<file path="config.mk">
export PLATFORM = sky130hd
export DESIGN_NAME = tx_mode_ctrl
export DESIGN_NICKNAME = d
export VERILOG_FILES = /design/src/rtl/tx_ctrl_pkg.sv /design/src/rtl/tx_mode_decode.sv /design/src/rtl/tx_amp_sync.sv /design/src/rtl/tx_clk_div.sv /design/src/rtl/tx_start_fsm.sv /design/src/rtl/tx_mode_ctrl.sv
export SDC_FILE = /design/constraint.sdc
export NUM_CORES = 1
export LEC_CHECK = 0
export BUFFER_PORTS_ARGS = -buffer_cell sky130_fd_sc_hd__buf_4
export CAP_MARGIN = 20
export CORE_ASPECT_RATIO = 1.4
export CORE_MARGIN = 3
export CORE_UTILIZATION = 48
export CTS_CLUSTER_SIZE = 14
export DETAILED_ROUTE_END_ITERATION = 10
export PLACE_DENSITY_LB_ADDON = 0.1
export SLEW_MARGIN = 15
export SYNTH_ARGS = -nofsm -noshare
export SYNTH_HDL_FRONTEND = slang
export SYNTH_SLANG_ARGS = --single-unit
</file>
<file path="constraint.sdc">
create_clock -name clk_xtal -period 1.6 [get_ports clk_xtal]
set_clock_uncertainty 0.1 [all_clocks]
set_input_delay 0.08 -clock clk_xtal [delete_from_list [all_inputs] [get_ports clk_xtal]]
set_output_delay 0.08 -clock clk_xtal [all_outputs]
set_load 0.01 [all_outputs]
</file>
<file path="src/rtl/tx_ctrl_pkg.sv">
package tx_ctrl_pkg;

    typedef enum logic [1:0] {
        MODE_PDOWN = 2'b00,
        MODE_IDLE  = 2'b01,
        MODE_PWRUP = 2'b10
    } tx_mode_e;

    typedef enum logic [1:0] {
        ST_OFF       = 2'b00,
        ST_AMP_WAIT  = 2'b01,
        ST_LOCK_WAIT = 2'b10,
        ST_READY     = 2'b11
    } start_st_e;

endpackage

</file>
<file path="src/rtl/tx_mode_decode.sv">
module tx_mode_decode
    import tx_ctrl_pkg::*;
(
    input  logic     ask,
    input  logic     fsk,
    input  logic     en_drv,
    input  logic     en_lvl,
    output tx_mode_e mode,
    output logic     pwr_up,
    output logic     pa_en,
    output logic     sw_closed
);

    logic any_line;

    always_comb begin
        any_line = ask | fsk;
        unique case ({en_drv, en_lvl})
            2'b00, 2'b01: mode = any_line ? MODE_PWRUP : MODE_PDOWN;
            2'b10:        mode = any_line ? MODE_IDLE  : MODE_PDOWN;
            2'b11:        mode = MODE_PWRUP;
            default:      mode = MODE_PDOWN;
        endcase
    end

    always_comb begin
        pwr_up    = (mode == MODE_PWRUP);
        pa_en     = pwr_up & ask;
        sw_closed = pwr_up & ~fsk;
    end

endmodule

</file>
<file path="src/rtl/tx_amp_sync.sv">
module tx_amp_sync #(
    parameter int STAGES = 2
) (
    input  logic clk,
    input  logic rst_n,
    input  logic d_async,
    output logic q_sync
);

    logic [STAGES-1:0] chain;

    always_ff @(posedge clk or negedge rst_n) begin
        if (!rst_n) chain <= '0;
        else        chain <= {chain[STAGES-2:0], d_async};
    end

    assign q_sync = chain[STAGES-1];

endmodule

</file>
<file path="src/rtl/tx_clk_div.sv">
module tx_clk_div #(
    parameter int DIV_LOG2 = 3
) (
    input  logic                clk,
    input  logic                rst_n,
    input  logic                run,
    output logic [DIV_LOG2-1:0] phase,
    output logic                phase_last,
    output logic                div_clk
);

    always_ff @(posedge clk or negedge rst_n) begin
        if (!rst_n)    phase <= '0;
        else if (!run) phase <= '0;
        else           phase <= phase + 1'b1;
    end

    assign phase_last = &phase;
    assign div_clk    = phase[DIV_LOG2-1];

endmodule

</file>
<file path="src/rtl/tx_start_fsm.sv">
module tx_start_fsm
    import tx_ctrl_pkg::*;
#(
    parameter int LOCK_CYC = 3282,
    localparam int CNT_W   = $clog2(LOCK_CYC + 1)
) (
    input  logic clk,
    input  logic rst_n,
    input  logic pwr_up,
    input  logic amp_ok_s,
    input  logic phase_last,
    output logic gate,
    output logic ready
);

    start_st_e        state, state_nx;
    logic [CNT_W-1:0] lock_cnt;
    logic             lock_done;

    assign lock_done = (lock_cnt == CNT_W'(LOCK_CYC - 1));

    always_ff @(posedge clk or negedge rst_n) begin
        if (!rst_n) state <= ST_OFF;
        else        state <= state_nx;
    end

    always_comb begin
        state_nx = state;
        unique case (state)
            ST_OFF:       if (pwr_up) state_nx = ST_AMP_WAIT;
            ST_AMP_WAIT:  if (amp_ok_s && phase_last) state_nx = ST_LOCK_WAIT;
            ST_LOCK_WAIT: if (lock_done) state_nx = ST_READY;
            ST_READY:     state_nx = ST_READY;
            default:      state_nx = ST_OFF;
        endcase
        if (!pwr_up) state_nx = ST_OFF;
    end

    always_ff @(posedge clk or negedge rst_n) begin
        if (!rst_n)                     lock_cnt <= '0;
        else if (state == ST_LOCK_WAIT && pwr_up) lock_cnt <= lock_cnt + 1'b1;
        else                            lock_cnt <= '0;
    end

    always_comb begin
        gate  = 1'b0;
        ready = 1'b0;
        unique case (state)
            ST_OFF, ST_AMP_WAIT: ;
            ST_LOCK_WAIT:        gate = 1'b1;
            ST_READY: begin
                gate  = 1'b1;
                ready = 1'b1;
            end
            default: ;
        endcase
    end


    pdown_clears_chk: assert property (@(posedge clk) disable iff (!rst_n)
        !pwr_up |=> (state == ST_OFF && lock_cnt == '0));


    ready_after_gate_chk: assert property (@(posedge clk) disable iff (!rst_n)
        $rose(ready) |-> (gate && $past(gate)));

endmodule

</file>
<file path="src/rtl/tx_mode_ctrl.sv">
module tx_mode_ctrl
    import tx_ctrl_pkg::*;
#(
    parameter int LOCK_CYC    = 3282,
    parameter int DIV_LOG2    = 3,
    parameter int SYNC_STAGES = 2
) (
    input  logic       clk_xtal,
    input  logic       rst_n,
    input  logic       ask_i,
    input  logic       fsk_i,
    input  logic       en_drv_i,
    input  logic       en_lvl_i,
    input  logic       amp_ok_i,
    output logic [1:0] mode_o,
    output logic       osc_en_o,
    output logic       pll_en_o,
    output logic       pa_en_o,
    output logic       fsk_sw_closed_o,
    output logic       clk_out_o,
    output logic       ready_o
);

    tx_mode_e            mode;
    logic                pwr_up;
    logic                amp_s;
    logic [DIV_LOG2-1:0] phase;
    logic                phase_last;
    logic                div_clk;
    logic                gate;

    tx_mode_decode u_dec (
        .ask       (ask_i),
        .fsk       (fsk_i),
        .en_drv    (en_drv_i),
        .en_lvl    (en_lvl_i),
        .mode      (mode),
        .pwr_up    (pwr_up),
        .pa_en     (pa_en_o),
        .sw_closed (fsk_sw_closed_o)
    );

    tx_amp_sync #(.STAGES(SYNC_STAGES)) u_sync (
        .clk     (clk_xtal),
        .rst_n   (rst_n),
        .d_async (amp_ok_i & pwr_up),
        .q_sync  (amp_s)
    );

    tx_clk_div #(.DIV_LOG2(DIV_LOG2)) u_div (
        .clk        (clk_xtal),
        .rst_n      (rst_n),
        .run        (pwr_up),
        .phase      (phase),
        .phase_last (phase_last),
        .div_clk    (div_clk)
    );

    tx_start_fsm #(.LOCK_CYC(LOCK_CYC)) u_fsm (
        .clk        (clk_xtal),
        .rst_n      (rst_n),
        .pwr_up     (pwr_up),
        .amp_ok_s   (amp_s),
        .phase_last (phase_last),
        .gate       (gate),
        .ready      (ready_o)
    );

    assign mode_o    = mode;
    assign osc_en_o  = pwr_up;
    assign pll_en_o  = pwr_up;
    assign clk_out_o = gate & div_clk;


    gate_at_boundary_chk: assert property (@(posedge clk_xtal) disable iff (!rst_n)
        $rose(gate) |-> (phase == '0));


    clk_off_chk: assert property (@(posedge clk_xtal) disable iff (!rst_n)
        !osc_en_o |=> (!clk_out_o && !ready_o));


    pa_needs_pwr_chk: assert property (@(posedge clk_xtal) disable iff (!rst_n)
        pa_en_o |-> (osc_en_o && pll_en_o));


    idle_quiet_chk: assert property (@(posedge clk_xtal) disable iff (!rst_n)
        (mode_o == 2'b01) |-> (!osc_en_o && !pa_en_o && !fsk_sw_closed_o));

endmodule

</file>
# After elaboration in Yosys (flattened, before gate mapping)
# Index checks and enable logic that the tools add are counted.
# W data, S select, Z words.
[word_totals]
reg_bits = 19
latchBits = 0
mem_bits_rw = 0
mem_bits_ro = 0
out_inout_bits = 8
word_cells = 41
mem_count = 0
[classes]
n_addsub = 2
multipliers = 0
div = 0
magnitude_cmp = 0
n_eq_ne = 10
shifts = 0
mux = 11
n_bitwise = 6
reduce_logical = 8
[op_table]
columns = ["op", "count"]
rows = [
  ["$add A12 B1 Y12 const B", 1],
  ["$eq A12 B12 Y1 const B", 1],
  ["$mux W12", 1],
  ["$eq A2 B2 Y1 const B", 5],
  ["$mux W2", 4],
  ["$pmux W2 S4", 1],
  ["$ne A3 B2 Y1 const B", 2],
  ["$pmux W2 S3", 1],
  ["$and A1 B1 Y1", 4],
  ["$eq A2 B1 Y1 const B", 2],
  ["$logic_not A2 Y1", 2],
  ["$reduce_or A2 Y1", 2],
  ["$add A3 B1 Y3 const B", 1],
  ["$mux W1", 3],
  ["$mux W3", 1],
  ["$reduce_and A3 Y1", 1],
  ["$logic_and A1 B1 Y1", 2],
  ["$reduce_and A2 Y1", 1],
  ["$not A1 Y1", 1],
  ["$or A1 B1 Y1", 1],
]

# Logic depth before layout (Yosys ltp)
# Gate-level depths: netlist of the first run.
[depth]
word_depth = 6
depth_mapped = 5
ltp_nobuf = 5

# Modules after synthesis
# From an unflattened synthesis of the first run, not the netlist that was laid out.
[unflattened]
hier_cells = 94
area_unflattened_um2 = 970.9
[modules_own_cells]
columns = ["module", "n_inst", "cells_per_inst", "area_per_inst_um2", "seq_area_each_um2"]
rows = [
  ["tx_start_fsm", 1, 72, 716.9, 350.3],
  ["tx_clk_div", 1, 9, 133.9, 75.1],
  ["tx_amp_sync", 1, 2, 50.0, 50.0],
  ["tx_mode_decode", 1, 8, 50.0, 0.0],
  ["tx_mode_ctrl", 1, 3, 20.0, 0.0],
]

# Worst setup path after synthesis of the first run
# OpenSTA, ideal clock, no wires.
[synth_path]
path_kind = "register to register"
start = "reg u_fsm.lock_cnt[0]"
end = "reg u_fsm.lock_cnt[10]"
setup_time_ns = 0.073
arrival_time_ns = 1.380
t_required_ns = 1.427
setup_slack_ns = 0.047
path_stages_with_launch = 5
path_buffers = 0
path_cell_list = "dfrtp_1 ha_1 clkinv_1 or4_4 a21oi_2"
[synth_between]
elab_chain_cells = 2
[synth_rtl]
columns = ["element", "line", "text"]
rows = [
  ["from (decl)", "tx_start_fsm.sv:17", "logic [CNT_W-1:0] lock_cnt;"],
  ["from (signal assigned)", "tx_start_fsm.sv:41", "else if (state == ST_LOCK_WAIT && pwr_up) lock_cnt <= lock_cnt + 1'b1;"],
  ["$add A12 B1 Y12", "tx_start_fsm.sv:41", ""],
  ["$mux W12", "tx_start_fsm.sv:41", ""],
]
# No other way between the ends.
# A chain may end at the register's enable or synchronous reset.

# Final worst setup path of the first run
[layout_path]
start = "reg u_fsm.lock_cnt[1]"
end = "reg u_fsm.lock_cnt[10]"
# Same word-level chain as after synthesis.

==> results of run 1 <==
## stage by stage
step | power [mW] | cells
after floorplan | 0.577 | 96
after global placement | 0.620 | 130
after detailed placement | 0.624 | 130
after CTS | 0.861 | 136
after global routing | 0.905 | 137
final | 0.846 | 137
## repair_timing
item,CTS,global route
setup endpoints to repair,0,1
hold buffers,2,0
buffers inserted,0,1
hold endpoints to repair,20,0
gates resized for setup,0,0
## metal layers
| metal | routed length, um | vias to the layer above | track usage, % | part of all wire (%) |
|---|---|---|---|---|
| li1 | - | 379 | - | - |
| met1 | 700 | 376 | 17.4 | 39 |
| met2 | 976 | 22 | 29.6 | 54 |
| met3 | 66 | 8 | 2.75 | 3.7 |
| met4 | 59 | 0 | 7.76 | 3.3 |
| met5 | 0 | - | 0 | 0 |
## registers in the layout, summed over array words and instances (netlist names)
signal / flops
u_fsm.lock_cnt: 12
u_div.phase: 3
u_sync.chain: 2
u_fsm.state: 2
## critical path: cells and delay by family (launching register included)
kind / cells / cell delay, ns
buffers and inverters: 1 / 0.11
AO/OA/AOI/OAI: 1 / 0.13
AND/OR/NAND/NOR: 1 / 0.52
adder cells (fa/ha/maj): 1 / 0.18
flip-flops: 1 / 0.36
## synth_stat cells, types with 2 or more instances
library cell | count | area (um^2)
nand2_1 | 2 | 7.51
a21oi_1 | 6 | 30.0
buf_4 | 2 | 15.0
dfrtp_1 | 19 | 475
nand4_1 | 3 | 18.8
ha_1 | 4 | 50.1
and2_1 | 3 | 18.8
xor2_1 | 2 | 17.5
o21ai_0 | 4 | 20.0
and3_1 | 3 | 18.8
clkbuf_1 | 2 | 7.51
nor2_1 | 10 | 37.5
nand3_1 | 9 | 45.0
or3_1 | 5 | 31.3
buf_2 | 2 | 10.0
inv_1 | 4 | 15.0
o31ai_1 | 2 | 15.0
## cell families (layout without fill, tap and decap cells)
group	Yosys count	count (layout)	synth area share (%)
AO/OA/AOI/OAI	14	14	8.61
buffers and inverters	11	32	5.43
flip-flops	19	19	50.3
multiplexers	1	1	1.06
AND/OR/NAND/NOR	44	44	26.5
XOR/XNOR	3	3	2.78
adder cells (fa/ha/maj)	4	4	5.30
## power by group through the flow
stage          registers [mW]  logic (mW)  clock network, mW
2_1_floorplan           0.527      0.0507                  0
3_3_place_gp            0.529      0.0905                  0
3_5_place_dp            0.531      0.0939                  0
4_1_cts                 0.521      0.0978              0.242
5_1_grt                 0.523       0.112              0.270
6_report                0.520      0.0946              0.231
## area by class of cell
cell class                      count  area (um^2)  share of cell area, %
Clock buffer                        4         26.3                   2.30
Inverter                            5         18.8                   1.64
Timing Repair Buffer               23          178                   15.6
Tap cell                           20         25.0                   2.19
Sequential cell                    19          475                   41.7
Multi-Input combinational cell     66          418                   36.6
## worst max path at each step
stage	start	end	slack [ns]	cells after the start
3_5_place_dp	u_fsm.lock_cnt[1]	u_fsm.lock_cnt[10]	0.08	4
3_3_place_gp	u_fsm.lock_cnt[1]	u_fsm.lock_cnt[10]	0.13	4
2_1_floorplan	u_fsm.lock_cnt[0]	u_fsm.lock_cnt[10]	0.05	4
4_1_cts	u_fsm.lock_cnt[1]	u_fsm.lock_cnt[10]	0.06	4
5_1_grt	u_fsm.lock_cnt[1]	u_fsm.state[0]	0.03	6
6_report	u_fsm.lock_cnt[1]	u_fsm.lock_cnt[10]	0.13	4
==> results.md, run 1 <==
* Status: finished clean
* NetSw at 0.192 mW
* Cells along the critical path: ha_1 -> clkinv_1 -> or4_4 -> a21oi_2
* # DRC at 0
* Input/output buffers at 14
* PnR worst setup slack at 0.135 ns
* Hold Slack at 0.0867 ns
* Worst Path Max Fanout at 4
* Worst relative slew slack at 75.5%
* Pwr Density at 741 mW/mm^2
* Routed length per instance at 13.2 um
* Initial Utilization at 51.8%
* Core ar. at 0.00182 mm^2
* Die Wd at 43.5 um
* Critical path arrival at 1.59 ns
* CTS Root Buffer Type: clkbuf_4
* GRT Overall Usage at 16.1%
* RSZ-0062 raised after global routing: false
* RD Place Congestion at 0.805
* Layout cell share with drive strength beyond 1 at 23.1%
* Antenna violations before repair at 0
* H-tree depth at 1
* Die height at 58.5 um
* Vias/cell at 5.73
* # nets final at 129
* Clk pwr share at 27.3%
* Core Util, Final at 62.6%
* Critical path required time at 1.72 ns
* Flop-to-flop setup slack at 0.13 ns
* Syn_nets at 107
* Total Routed Length at 1.80 mm
* Asr flop ratio synth at 100%
* Seq pwr share at 61.5%
* Seq/Total Area, Yosys at 50.3%
* Part of the cycle the worst path needs at 91.6%
* DRT Pass-1 Iters at 4
* Pleak at 0.507 nW
* Final setup fails at 0
* Cell Area, Placed at 0.00109 mm^2
* Clock sinks at 19
* Worst r2r src: u_fsm.lock_cnt[1]
* Post-Syn Area at 945 um^2
* Endpoints failing hold at 0
* Largest net degree at the start of global routing at 20
* I/O Pins at 15
* Synth Area per Inst at 9.84 um^2
* Worst path max stage delay at 0.52 ns
* CTS tree: yes
* Max-slew violations at 0
* Switch share at 22.7%
* Post-Synthesis Cells at 96
* FF+latch count, synth at 19
* Longest Clk Path Bufs at 2
* Internal power at 0.654 mW
* Die Area at 0.00254 mm^2
* Main flop type after synthesis: dfrtp_1
* DRT antenna net count at 0
* Crit Reg-Reg Endpoint: u_fsm.lock_cnt[10]
* Logic pwr share at 11.2%
* Commonest non-fill, non-tap cell in the layout: buf_4
* Post-DP HPWL at 1.37 mm
* Min-Delay Path Class: input port to asynchronous set/reset pin
* Ant. Diodes at 0
* Filler cell count in the final layout at 161
* Setup_tns at 0 ns
* Worst R2R Path Depth at 4
* Distinct cells, synth at 31
* DR vias at 785
* Design area at 0.00114 mm^2
* Starting DRT DRC Count at 12
* Peak Freq at 0.682 GHz
* Max IR drop VDD at 0.451 mV
* Most frequent cells in the layout: buf_4 (21), dfrtp_1 (19), nor2_1 (10), nand3_1 (9), a21oi_1 (6)
* Worst-skew pair later-pin latency at 0.29 ns
* Post-synth EDFFs at 0
* Final min period at 1.47 ns
* Worst setup EP type: flop
* Number of synthesis warnings at 0
* Worst-Margin Slew at 0.364 ns
* Clk pin slew, worst setup/hold paths at 0.10 ns
* Crit path launch type: flop
* CTS Buf Count at 3
* Slowest library cell on the worst path: or4_4
* FP Rows at 18
* Vias in the first global route at 783
* Setup CP Type: flop to flop
* Area grow syn2layout at 20.8%
* Total global routing overflow at 0
* Worst slack, placed at 0.0763 ns
* First-pass GRT wire length at 3.14 mm
* Max cap viols at 0
No activity file was read; power rests on OpenSTA's default activity.
==> run 2, diff against run 1 <==
PLACE_DENSITY = 0.72   (was unset)
PLACE_DENSITY_LB_ADDON = unset   (was 0.1)
==> results.md, run 2 (synthesized netlist as in run 1, its figures left out) <==
* Die height at 58.5 um
* Vias in the first global route at 758
* Part of the cycle the worst path needs at 92.7%
* CTS Buf Count at 3
* Worst setup EP type: flop
* Finished Layout Cells at 137
* Final min period at 1.48 ns
* # nets final at 129
* RSZ-0062 raised after global routing: false
* Worst-Margin Slew at 0.286 ns
* Initial Utilization at 51.8%
* Routed length per instance at 13.2 um
* Largest register by flop count: u_fsm.lock_cnt
* CTS Root Buffer Type: clkbuf_4
* Critical path required time at 1.74 ns
* Worst-skew pair later-pin latency at 0.30 ns
* Ant. Diodes at 0
* Pwr Total at 0.850 mW
* Max IR drop VDD at 0.563 mV
* Peak Freq at 0.674 GHz
* Worst relative slew slack at 80.9%
* Largest net degree at the start of global routing at 20
* Area grow syn2layout at 21.6%
* Pleak at 0.510 nW
* Total Routed Length at 1.80 mm
* Most frequent cells in the layout: buf_4 (21), dfrtp_1 (19), nor2_1 (10), nand3_1 (9), a21oi_1 (6)
* Placed cells at 130
* RD Place Congestion at 0.818
* Hold Slack at 0.108 ns
* Max cap viols at 0
* Setup_tns at 0 ns
* Biggest registers after layout: u_fsm.lock_cnt: 12 flops, u_div.phase: 3 flops
* Core Util, Final at 63.0%
* Total global routing overflow at 0
* First-pass GRT wire length at 3.17 mm
* Clk pin slew, worst setup/hold paths at 0.10 ns
* Critical path arrival at 1.62 ns
* FP Rows at 18
* DRT Pass-1 Iters at 6
* Commonest non-fill, non-tap cell in the layout: buf_4
* Pwr Density at 740 mW/mm^2
* Endpoints failing hold at 0
* I/O Pins at 15
* Largest register FFs at 12
* Delay-heaviest family, CP: simple AND/OR/NAND/NOR gates
* Layout cell share with drive strength beyond 1 at 24.8%
* Vias/cell at 5.61
* Setup CP Type: flop to flop
* Post-DP HPWL at 1.29 mm
* Worst Path Buf+Inv at 1
* Final setup fails at 0
* DR vias at 768
* Input/output buffers at 14
* CTS tree: yes
* Cells along the critical path: ha_1 -> clkinv_1 -> or4_4 -> a21oi_2
* H-tree depth at 1
* Min-Delay Path Class: input port to asynchronous set/reset pin
* GRT Overall Usage at 16.6%
* Crit path launch type: flop
* Core ar. at 0.00182 mm^2
* Worst Path Max Fanout at 4
* Max-slew violations at 0
* Longest Clk Path Bufs at 2
* Clock sinks at 19
* Slowest library cell on the worst path: or4_4
* Starting DRT DRC Count at 4
* Die Wd at 43.5 um
* # DRC at 0
* Die Area at 0.00254 mm^2
* DRT antenna net count at 0
* Antenna violations before repair at 0
* Status: finished clean
* Worst path max stage delay at 0.52 ns
run 2: cell types whose count changed in the layout (fill, tap and decap cells not counted), sizes merged:
cell    previous run  this run
clkbuf             4         3
clkinv             1         2
run 2: through the flow:
step	setup WS, ns	instance area [um^2]
2_1_floorplan	0.0466	945
3_3_place_gp	0.134	1090
3_5_place_dp	0.0822	1090
4_1_cts	0.0665	1130
5_1_grt	0.0198	1150
6_report	0.116	1150
run 2: what timing repair did:
action                     in CTS  in global routing
setup endpoints to repair       0                  2
hold buffers                    2                  0
setup buffers                   0                  1
hold endpoints to repair       20                  0
resized for setup               0                  1
run 2: final timing paths:
kind / start / slack [ns] / cells past startpoint / end
min reg2reg: u_sync.chain[0] / 0.27 / 0 / u_sync.chain[1]
min in group clk_xtal: en_drv_i / 0.16 / 4 / u_fsm.lock_cnt[11]
min: rst_n / 0.11 / 2 / u_fsm.state[0]
max: u_fsm.lock_cnt[1] / 0.12 / 4 / u_fsm.lock_cnt[10]
max in group asynchronous: rst_n / 1.09 / 2 / u_fsm.lock_cnt[4]
max reg2reg: u_fsm.lock_cnt[1] / 0.12 / 4 / u_fsm.lock_cnt[10]
run 2: routing by layer:
layer	vias up	global-route usage [%]	part of all wire [%]	routed length, um
li1	383	-	-	-
met1	361	19.0	40	712
met2	15	28.1	54	972
met3	9	3.06	2.6	47
met4	0	10.3	3.9	70
met5	-	0	0	0
run 2: cell type report:
type                            count  area [um^2]
Clock buffer                        3         22.5
Clock inverter                      1         5.00
Fill cell                         146          676
Inverter                            5         18.8
Multi-Input combinational cell     66          424
Sequential cell                    19          475
Tap cell                           20         25.0
Timing Repair Buffer               23          178
run 2: report_power, final:
| group | switching (mW) | internal (mW) | total (mW) |
|---|---|---|---|
| Combinational | 0.0457 | 0.0489 | 0.0947 |
| Sequential | 0.0124 | 0.508 | 0.520 |
| Clock | 0.142 | 0.0932 | 0.236 |
| Total | 0.201 | 0.650 | 0.850 |
